`config.mk`:
```
export PLATFORM = sky130hd
export DESIGN_NAME = pkcvt_i2d
export DESIGN_NICKNAME = d
export VERILOG_FILES = /design/src/rtl/pkcvt_pkg.sv /design/src/rtl/pkcvt_lead_one.sv /design/src/rtl/pkcvt_lane.sv /design/src/rtl/pkcvt_ctrl.sv /design/src/rtl/pkcvt_i2d.sv
export SDC_FILE = /design/constraint.sdc
export NUM_CORES = 1
export LEC_CHECK = 0
export ABC_CLOCK_PERIOD_IN_PS = 7700
export BUFFER_PORTS_ARGS = -buffer_cell sky130_fd_sc_hd__buf_2
export CAP_MARGIN = 20
export CORE_UTILIZATION = 40
export CTS_CLUSTER_SIZE = 24
export DETAILED_ROUTE_END_ITERATION = 16
export HOLD_SLACK_MARGIN = 0.05
export PLACE_DENSITY = 0.62
export SYNTH_ARGS = -nofsm -noshare
export SYNTH_HDL_FRONTEND = slang
export SYNTH_SLANG_ARGS = --single-unit
```
`constraint.sdc`:
```
create_clock -name clk -period 7.7 [get_ports clk]
set_clock_uncertainty 0.15 [all_clocks]
set_input_delay 1.54 -clock clk [delete_from_list [all_inputs] [get_ports clk]]
set_output_delay 1.54 -clock clk [all_outputs]
set_load 0.05 [all_outputs]
```
`src/rtl/pkcvt_pkg.sv`:
```
package pkcvt_pkg;

    localparam int INT_W  = 32;
    localparam int EXP_W  = 11;
    localparam int FRAC_W = 52;
    localparam int BIAS   = 1023;
    localparam int DBL_W  = 1 + EXP_W + FRAC_W;

    typedef struct packed {
        logic              sign;
        logic [EXP_W-1:0]  exp;
        logic [FRAC_W-1:0] frac;
    } dbl_t;

    typedef struct packed {
        logic        valid;
        logic        from_reg;
    } req_ctl_t;

    function automatic logic [INT_W-1:0] abs_val(input logic [INT_W-1:0] x);
        return x[INT_W-1] ? (~x + INT_W'(1)) : x;
    endfunction

endpackage

```
`src/rtl/pkcvt_lead_one.sv`:
```
module pkcvt_lead_one #(
    parameter int W  = 32,
    localparam int PW = $clog2(W)
) (
    input  logic [W-1:0]  vec,
    output logic [PW-1:0] pos,
    output logic          found
);
    always_comb begin
        pos   = '0;
        found = 1'b0;
        for (int i = 0; i < W; i++) begin
            if (vec[i]) begin
                pos   = PW'(i);
                found = 1'b1;
            end
        end
    end
endmodule

```
`src/rtl/pkcvt_lane.sv`:
```
module pkcvt_lane
    import pkcvt_pkg::*;
#(
    parameter int W = INT_W,
    localparam int PW = $clog2(W)
) (
    input  logic [W-1:0] ival,
    output dbl_t         dval
);
    localparam logic [EXP_W-1:0] BIAS_V = EXP_W'(BIAS);
    localparam int PAD = FRAC_W - (W - 1);

    logic [W-1:0]  mag;
    logic [PW-1:0] msb_pos;
    logic          nonzero;
    logic [PW-1:0] shamt;
    logic [W-1:0]  norm;

    assign mag = abs_val(ival);

    pkcvt_lead_one #(.W(W)) u_lzd (
        .vec   (mag),
        .pos   (msb_pos),
        .found (nonzero)
    );

    assign shamt = PW'(W - 1) - msb_pos;
    assign norm  = mag << shamt;

    always_comb begin
        if (nonzero) begin
            dval.sign = ival[W-1];
            dval.exp  = BIAS_V + EXP_W'(msb_pos);
            dval.frac = {norm[W-2:0], {PAD{1'b0}}};
        end else begin
            dval = '0;
        end
    end
endmodule

```
`src/rtl/pkcvt_ctrl.sv`:
```
module pkcvt_ctrl (
    input  logic in_valid,
    input  logic src_is_reg,
    input  logic fp_exc_pending,
    output logic in_ready,
    output logic stall,
    output logic accept
);
    logic blocked;
    assign blocked  = src_is_reg & fp_exc_pending;
    assign in_ready = ~blocked;
    assign stall    = in_valid & blocked;
    assign accept   = in_valid & ~blocked;
endmodule

```
`src/rtl/pkcvt_i2d.sv`:
```
module pkcvt_i2d
    import pkcvt_pkg::*;
#(
    parameter int LANES = 2,
    localparam int SRC_W = LANES * INT_W,
    localparam int RES_W = LANES * DBL_W
) (
    input  logic             clk,
    input  logic             rst,
    input  logic             in_valid,
    output logic             in_ready,
    input  logic             src_is_reg,
    input  logic [SRC_W-1:0] reg_src,
    input  logic [SRC_W-1:0] mem_src,
    input  logic             fp_exc_pending,
    output logic             stall,
    output logic             out_valid,
    output logic [RES_W-1:0] out_data,
    output logic             tos_clear,
    output logic             tag_clear
);
    logic             accept;
    logic [SRC_W-1:0] operand;
    logic [RES_W-1:0] conv;
    req_ctl_t         ctl_q;
    logic [RES_W-1:0] data_q;

    pkcvt_ctrl u_ctrl (
        .in_valid       (in_valid),
        .src_is_reg     (src_is_reg),
        .fp_exc_pending (fp_exc_pending),
        .in_ready       (in_ready),
        .stall          (stall),
        .accept         (accept)
    );

    assign operand = src_is_reg ? reg_src : mem_src;

    for (genvar g = 0; g < LANES; g++) begin : g_lane
        dbl_t lane_res;
        pkcvt_lane #(.W(INT_W)) u_lane (
            .ival (operand[g*INT_W +: INT_W]),
            .dval (lane_res)
        );
        assign conv[g*DBL_W +: DBL_W] = lane_res;
    end

    always_ff @(posedge clk) begin
        if (rst) begin
            ctl_q  <= '0;
            data_q <= '0;
        end else begin
            ctl_q.valid    <= accept;
            ctl_q.from_reg <= accept & src_is_reg;
            if (accept) data_q <= conv;
        end
    end

    assign out_valid = ctl_q.valid;
    assign out_data  = data_q;
    assign tos_clear = ctl_q.from_reg;
    assign tag_clear = ctl_q.from_reg;
endmodule

```
==> metrics.csv, run 1 <==
stage,metric,value,unit
floorplan,die-area,0.0300,mm2
timing,slew-limit-headroom,34.1,%
floorplan,core-area,0.0288,mm2
critical_path,critPathLaunchType,input port,
timing,fin_ws,1080,ps
logic_synthesis,yosys.cell_count.top_type,mux2i_1,
logic_synthesis,yosys_most_used_dff,dfxtp_1,
timing,max_slew.worst_pin.slew,989,ps
logic_synthesis,synth_commonest_cells,"mux2i_1, nor2_1, nand2_1",
global_routing,antenna_found_initial,6,
global_routing,grtUsageTotal,26.8,%
cts,cts_setup_buffers,0,
cts,ctsHoldBuffers,0,
timing,rsz0062_at_grt,no,
detailed_routing,drc,0,
logic_synthesis,yosysTopAreaCellShare,14.7,%
logic_synthesis,ys.warnings.count,0,
cts,tritoncts,built,
timing,setup_violations,0,
timing,final.period_utilization,86.0,%
logic_synthesis,synth-edff-count,0,
logic_synthesis,yosysSeqAreaShare,14.7,%
power,pwr-share-seq,21.3,%
placement,io_buffers,223,
cts,cts_buffers,9,
placement,hpwl,32.7,mm
cts,cts_max_level,3,
logic_synthesis,ys_seq_elements,86,
detailed_routing,num_vias,12300,
placement,place_congestion,0.944,
placement,placed_area,0.0129,mm2
power,p_leak,5.48,nW
cts,clock_latency,340,ps
placement,place_ws,807,ps
critical_path,path_class,in -> reg,
power,internal_power,0.00123,W
floorplan,io-pin-count,266,
final_layout,final_area,0.0132,mm2
detailed_routing,routed_wl,41.4,mm
final_layout,nFillCells,2913,
power,power.total,0.00248,W
power,irDropWorstVdd,0.100,mV
cts,cts.sinks,86,
power,netSwitchingFraction,50.4,%
detailed_routing,route.detailed.wl_per_inst,20.4,um
final_layout,syn2layout_area_growth,12.6,%
critical_path,required,7810,ps
floorplan,fp.dieW,173,um
outcome,outcome,completed,
critical_path,endpoint_kind,flop,
logic_synthesis,syn_avg_cell_area,8.04,um2
timing,min_period,6620,ps
critical_path,cp.arrival,6730,ps
logic_synthesis,ys_async_sr_fraction,0,%
placement,placed_cells,2007,
global_routing,grt_max_degree,69,
detailed_routing,dr.pass1.iters,6,
cts,cts_max_path_buffers,2,
final_layout,multiInputGateArea,0.00916,mm2
min_path,hp-class,reg -> reg,
final_layout,stdcell_count,2027,
final_layout,nNetsFinal,1773,
power,power_frac_clock,17.7,%
cts,cts.clk_slew.worst_paths,80,ps
timing,finalMaxSlewViolations,0,
power,p_switching,0.00125,W
logic_synthesis,syn_area,0.0117,mm2
floorplan,initial_core_util,40.7,%
flow_run,maxCapViolations,0,
cts,cts_resized,0,
timing,fin_setup_tns,0,ps
detailed_routing,viasPerCell,6.09,
floorplan,die_y,173,um
final_layout,drive_above_1_share,25.4,%
power,p_comb_share,60.9,%
logic_synthesis,syn_inst,1457,
global_routing,grt_pass1_wl,65.0,mm
logic_synthesis,yosys.area.top_type,dfxtp_1,
detailed_routing,drt_iter0_drc,1237,
global_routing,grt_pass1_vias,11800,
floorplan,rows,62,
global_routing,overflow,0,
timing,hold_viol,0,
logic_synthesis,synth.area.top_cells,"dfxtp_1, mux2i_1, nor2_1, nand2_1, mux2_2",
power,pwr_density_cell,188,mW/mm2
timing,fmax,151,MHz
critical_path,crit_fanout,68,
detailed_routing,postRouteAntennaNets,0,
final_layout,regArea,0.00172,mm2
cts,cts_root_buf,clkbuf_16,
logic_synthesis,netlist-cell-type-count,116,
cells in the final DEF (no fill, tap or decap), types with 15 or more instances in the layout:
cell and count:
mux2i_1 147, nand2_1 127, o221ai_1 15, o21ai_0 47, buf_2 222, xnor2_1 42
xor2_1 26, a21oi_1 65, conb_1 42, and2_1 18, o21ai_1 26, buf_4 40
a211oi_1 15, a31oi_1 28, nor2_1 139, a22oi_1 28, dfxtp_1 86, nor3_1 51
mux2_2 37, nand3_1 32
routing by layer:
metal,global-route usage (%),vias to the layer above,wire [um]
met5,0,-,27
met4,8.55,4,1240
met3,3.65,93,2260
met2,50.4,471,21600
met1,30.9,5898,16200
li1,-,5870,-
kinds of logic (layout without fill, tap and decap cells):
| logic type | after synthesis | after routing | synth area share, % |
|---|---|---|---|
| XOR/XNOR | 71 | 71 | 5.50 |
| adder cells (fa/ha/maj) | 6 | 6 | 0.641 |
| AND/OR/NAND/NOR | 493 | 493 | 22.0 |
| buffers and inverters | 155 | 296 | 8.64 |
| multiplexers | 209 | 209 | 19.5 |
| AO/OA/AOI/OAI | 436 | 436 | 28.9 |
| other | 1 | 46 | 0.0320 |
| flip-flops | 86 | 86 | 14.7 |
flip-flops by register name, indices dropped and copies added, names as in the netlist:
register   flops
out_data      84
out_valid      1
tag_clear      1
final timing paths:
kind / startpoint / endpoint / slack, ps / depth (start not counted)
worst min register to register: out_data[96] / out_data[96] / 290 / 2
worst max register to register: out_data[50] / out_data[50] / 6550 / 4
worst min-delay path: out_data[96] / out_data[96] / 290 / 2
worst max-delay path: src_is_reg / out_data[114] / 1080 / 18
per-stage QoR:
step	utilization, %	hold WS [ps]
5_1_grt	45.8	310
2_1_floorplan	-	511
3_5_place_dp	44.7	287
4_1_cts	45.8	296
6_report	45.8	289
3_3_place_gp	44.7	278
worst max-delay path, cell delays in order:
cell	delay (ps)
buf_6	250
buf_12	380
nor4b_2	560
o2111ai_2	290
buf_4	260
o41ai_2	440
xor2_2	420
o21ai_1	150
a211oi_2	320
o41a_1	320
o21ai_4	80
inv_2	300
buf_4	260
mux2i_1	260
o22ai_1	170
o21ai_0	170
o21ai_0	210
o221ai_1	280
area by class of cell:
cell class                 instances  share of cell area, %
multi-input combinational       1257                   69.4
sequential                        86                   13.1
timing repair buffer             265                   11.1
tap                              384                   3.64
clock buffer                       9                   1.71
clock inverter                     7                  0.560
inverter                          15                  0.427
antenna                            4                 0.0759
power groups by stage:
stage          Sequential, W  Clock [W]  Combinational [W]
2_1_floorplan       0.000710          0           0.000956
3_3_place_gp        0.000542          0            0.00149
3_5_place_dp        0.000541          0            0.00149
4_1_cts             0.000531   0.000449            0.00150
5_1_grt             0.000536   0.000470            0.00161
6_report            0.000530   0.000440            0.00151
(Power assumes the default switching activity.)
==> run 2, diff against run 1 <==
--- a/config.mk
+++ b/config.mk
@@ -12,7 +12,7 @@
 export CTS_CLUSTER_SIZE = 24
 export DETAILED_ROUTE_END_ITERATION = 16
 export HOLD_SLACK_MARGIN = 0.05
-export PLACE_DENSITY = 0.62
+export PLACE_DENSITY = 0.63
 export SYNTH_ARGS = -nofsm -noshare
 export SYNTH_HDL_FRONTEND = slang
 export SYNTH_SLANG_ARGS = --single-unit
==> run 2 against run 1 <==
  * Maximum frequency shrank 2.3%
  * Setup slack lost 160 ps
  * First-iteration DRC count shrank 9.1%
  * Power shrank 1.2%
  * Sequential power is essentially flat
  * Combinational power is essentially flat
  * Die area is the same
  * Via count grew 0.62%
  * Worst hold slack gained 4.3 ps
  * Cell count is essentially flat
  * Clock power shrank 7.5%
  * Critical endpoint is now out_data[115]
==> metrics.csv, run 2 (same netlist as run 1, synthesis figures left out) <==
stage,metric,value,unit,change
final_layout,drive_above_1_share,25.4,%,about the same
detailed_routing,viasPerCell,6.12,,+0.57%
min_path,min_from,out_data[96],,
critical_path,path_delay_family,compound AO/OA/AOI/OAI gates,,
detailed_routing,postRouteAntennaNets,0,,unchanged
critical_path,path_class,in -> reg,,
final_layout,final_cell_mix,"buf_2, mux2i_1, nor2_1",,
power,irDropWorstVdd,0.106,mV,+5.5%
cts,cts.clk_slew.worst_paths,60,ps,-20 ps
timing,finalMaxSlewViolations,0,,unchanged
critical_path,required,7750,ps,-60 ps
global_routing,grt_pass1_vias,12000,,+1.7%
floorplan,core-area,0.0288,mm2,unchanged
timing,rsz0062_at_grt,no,,
cts,ctsHoldBuffers,0,,unchanged
cts,cts_resized,0,,unchanged
detailed_routing,num_vias,12400,,+0.62%
detailed_routing,drt_iter0_drc,1124,,-9.1%
critical_path,cp.arrival,6830,ps,+100 ps
final_layout,nFillCells,2931,,+0.62%
cts,cts_max_level,3,,unchanged
critical_path,path_buf_inv,1,,-4
global_routing,grtUsageTotal,27.0,%,+0.28 points
cts,cts_root_buf,clkbuf_16,,
cts,clock_latency,340,ps,about the same
critical_path,endpoint_kind,flop,,
timing,fmax,148,MHz,-2.3%
min_path,min_path_cells,2,,unchanged
floorplan,initial_core_util,40.7,%,unchanged
timing,min_period,6780,ps,+158 ps
global_routing,grt_pass1_wl,65.8,mm,+1.1%
critical_path,crit_path_cell_trace,"buf_6, mux2i_1, ha_1, nor4b_4, o21ai_2, o21ai_1, xnor2_1, a2111oi_0, a211oi_1, o41a_1, o21ai_2, nor2_1, o41ai_2, nor2_1, a211oi_1, o221ai_1",,
min_path,hp-class,reg -> reg,,
critical_path,critPathLaunchType,input port,,
placement,place_congestion,0.963,,+2.1%
floorplan,fp.dieW,173,um,unchanged
detailed_routing,dr.pass1.iters,5,,-1
final_layout,largest_register_ffs,84,,unchanged
timing,final.period_utilization,88.0,%,+2.0 points
cts,cts_buffers,9,,unchanged
critical_path,crit_fanout,49,,-28%
detailed_routing,routed_wl,41.6,mm,+0.62%
power,power.total,0.00246,W,-1.2%
outcome,outcome,completed,,
floorplan,io-pin-count,266,,unchanged
cts,tritoncts,built,,
final_layout,stdcell_count,2028,,+0.049%
power,p_leak,5.47,nW,-0.25%
cts,cts.sinks,86,,unchanged
timing,setup_violations,0,,unchanged
timing,fin_setup_tns,0,ps,unchanged
detailed_routing,drc,0,,unchanged
placement,placed_cells,2008,,+0.050%
critical_path,r2r_start,out_data[50],,
critical_path,slowest_stage,o41ai_2,,
final_layout,syn2layout_area_growth,12.6,%,about the same
global_routing,antenna_found_initial,4,,-2
critical_path,rrSetupSlack,6560,ps,about the same
floorplan,die-area,0.0300,mm2,unchanged
final_layout,layout_commonest_cell,buf_2,,
min_path,hold_path_end,out_data[96],,
cts,cts_setup_buffers,0,,unchanged
cts,cts_max_path_buffers,2,,unchanged
floorplan,rows,62,,unchanged
critical_path,rr_worst_depth,4,,unchanged
timing,hold_viol,0,,unchanged
detailed_routing,route.detailed.wl_per_inst,20.5,um,+0.57%
critical_path,r2r_end,out_data[50],,
timing,slew-limit-headroom,30.2,%,-3.8 points
floorplan,die_y,173,um,unchanged
global_routing,overflow,0,,unchanged
flow_run,maxCapViolations,0,,unchanged
global_routing,grt_max_degree,51,,-26%
final_layout,nNetsFinal,1774,,+0.056%
timing,max_slew.worst_pin.slew,1040,ps,+55.1 ps
placement,hpwl,32.7,mm,+0.18%
placement,io_buffers,223,,unchanged
power,pwr_density_cell,186,mW/mm2,-1.1%
critical_path,cpPeakStageDelay,570,ps,about the same
## run 2: cell count changes in the layout (fill, tap and decap cells not counted)
cell | before | now
clkbuf_1 | 0 | 1
clkinv_2 | 0 | 1
clkinvlp_4 | 0 | 2
inv_6 | 3 | 2
buf_12 | 2 | 3
inv_8 | 2 | 0
clkinv_8 | 1 | 0
## run 2: how the worst max path moves through the flow
stage	startpoint	endpoint	slack (ps)	cells after the start
after floorplan	src_is_reg	out_data[120]	850	26
after global placement	src_is_reg	out_data[115]	790	15
after detailed placement	src_is_reg	out_data[115]	720	16
after CTS	src_is_reg	out_data[115]	1060	16
after global routing	src_is_reg	out_data[115]	450	16
final	src_is_reg	out_data[115]	920	16
## run 2: area by class of cell
cell class	count	area [um2]	share of cell area, %
well taps	384	480	3.64
clock inverters	6	46.3	0.351
repair buffers	266	1480	11.2
inverters	15	56.3	0.427
flip-flops and latches	86	1720	13.1
diodes	4	10.0	0.0759
multi-input cells	1257	9160	69.5
clock buffers	10	229	1.74
## run 2: worst reg2reg max path, delay by kind of cell, from the launching register on
kind	cells	cell delay [ps]
compound gates	3	480
flops	1	310
simple gates	1	80
## run 2: per-stage QoR
stage | hold WS, ps | util [%] | setup WS, ps | instance area [um2]
after CTS | 300 | 45.8 | 1060 | 13200
after floorplan | 511 | - | 847 | 11900
after global placement | 281 | 44.8 | 791 | 12900
after global routing | 310 | 45.8 | 454 | 13200
final | 294 | 45.8 | 923 | 13200
after detailed placement | 291 | 44.8 | 723 | 12900
## run 2: layer usage
metal	GRT usage, %	up-vias	part of all wire, %
met5	0	-	0
met4	8.63	0	3.1
met3	4.24	97	6.0
met2	50.5	532	52
met1	31.2	5933	39
li1	-	5851	-
## run 2: power breakdown
group          internal (W)  total [W]  switching (W)  leakage, nW
registers          0.000497   0.000529      0.0000321        0.706
logic              0.000506    0.00152        0.00101         4.63
clock network      0.000221   0.000407       0.000187        0.129
total               0.00122    0.00246        0.00123         5.47
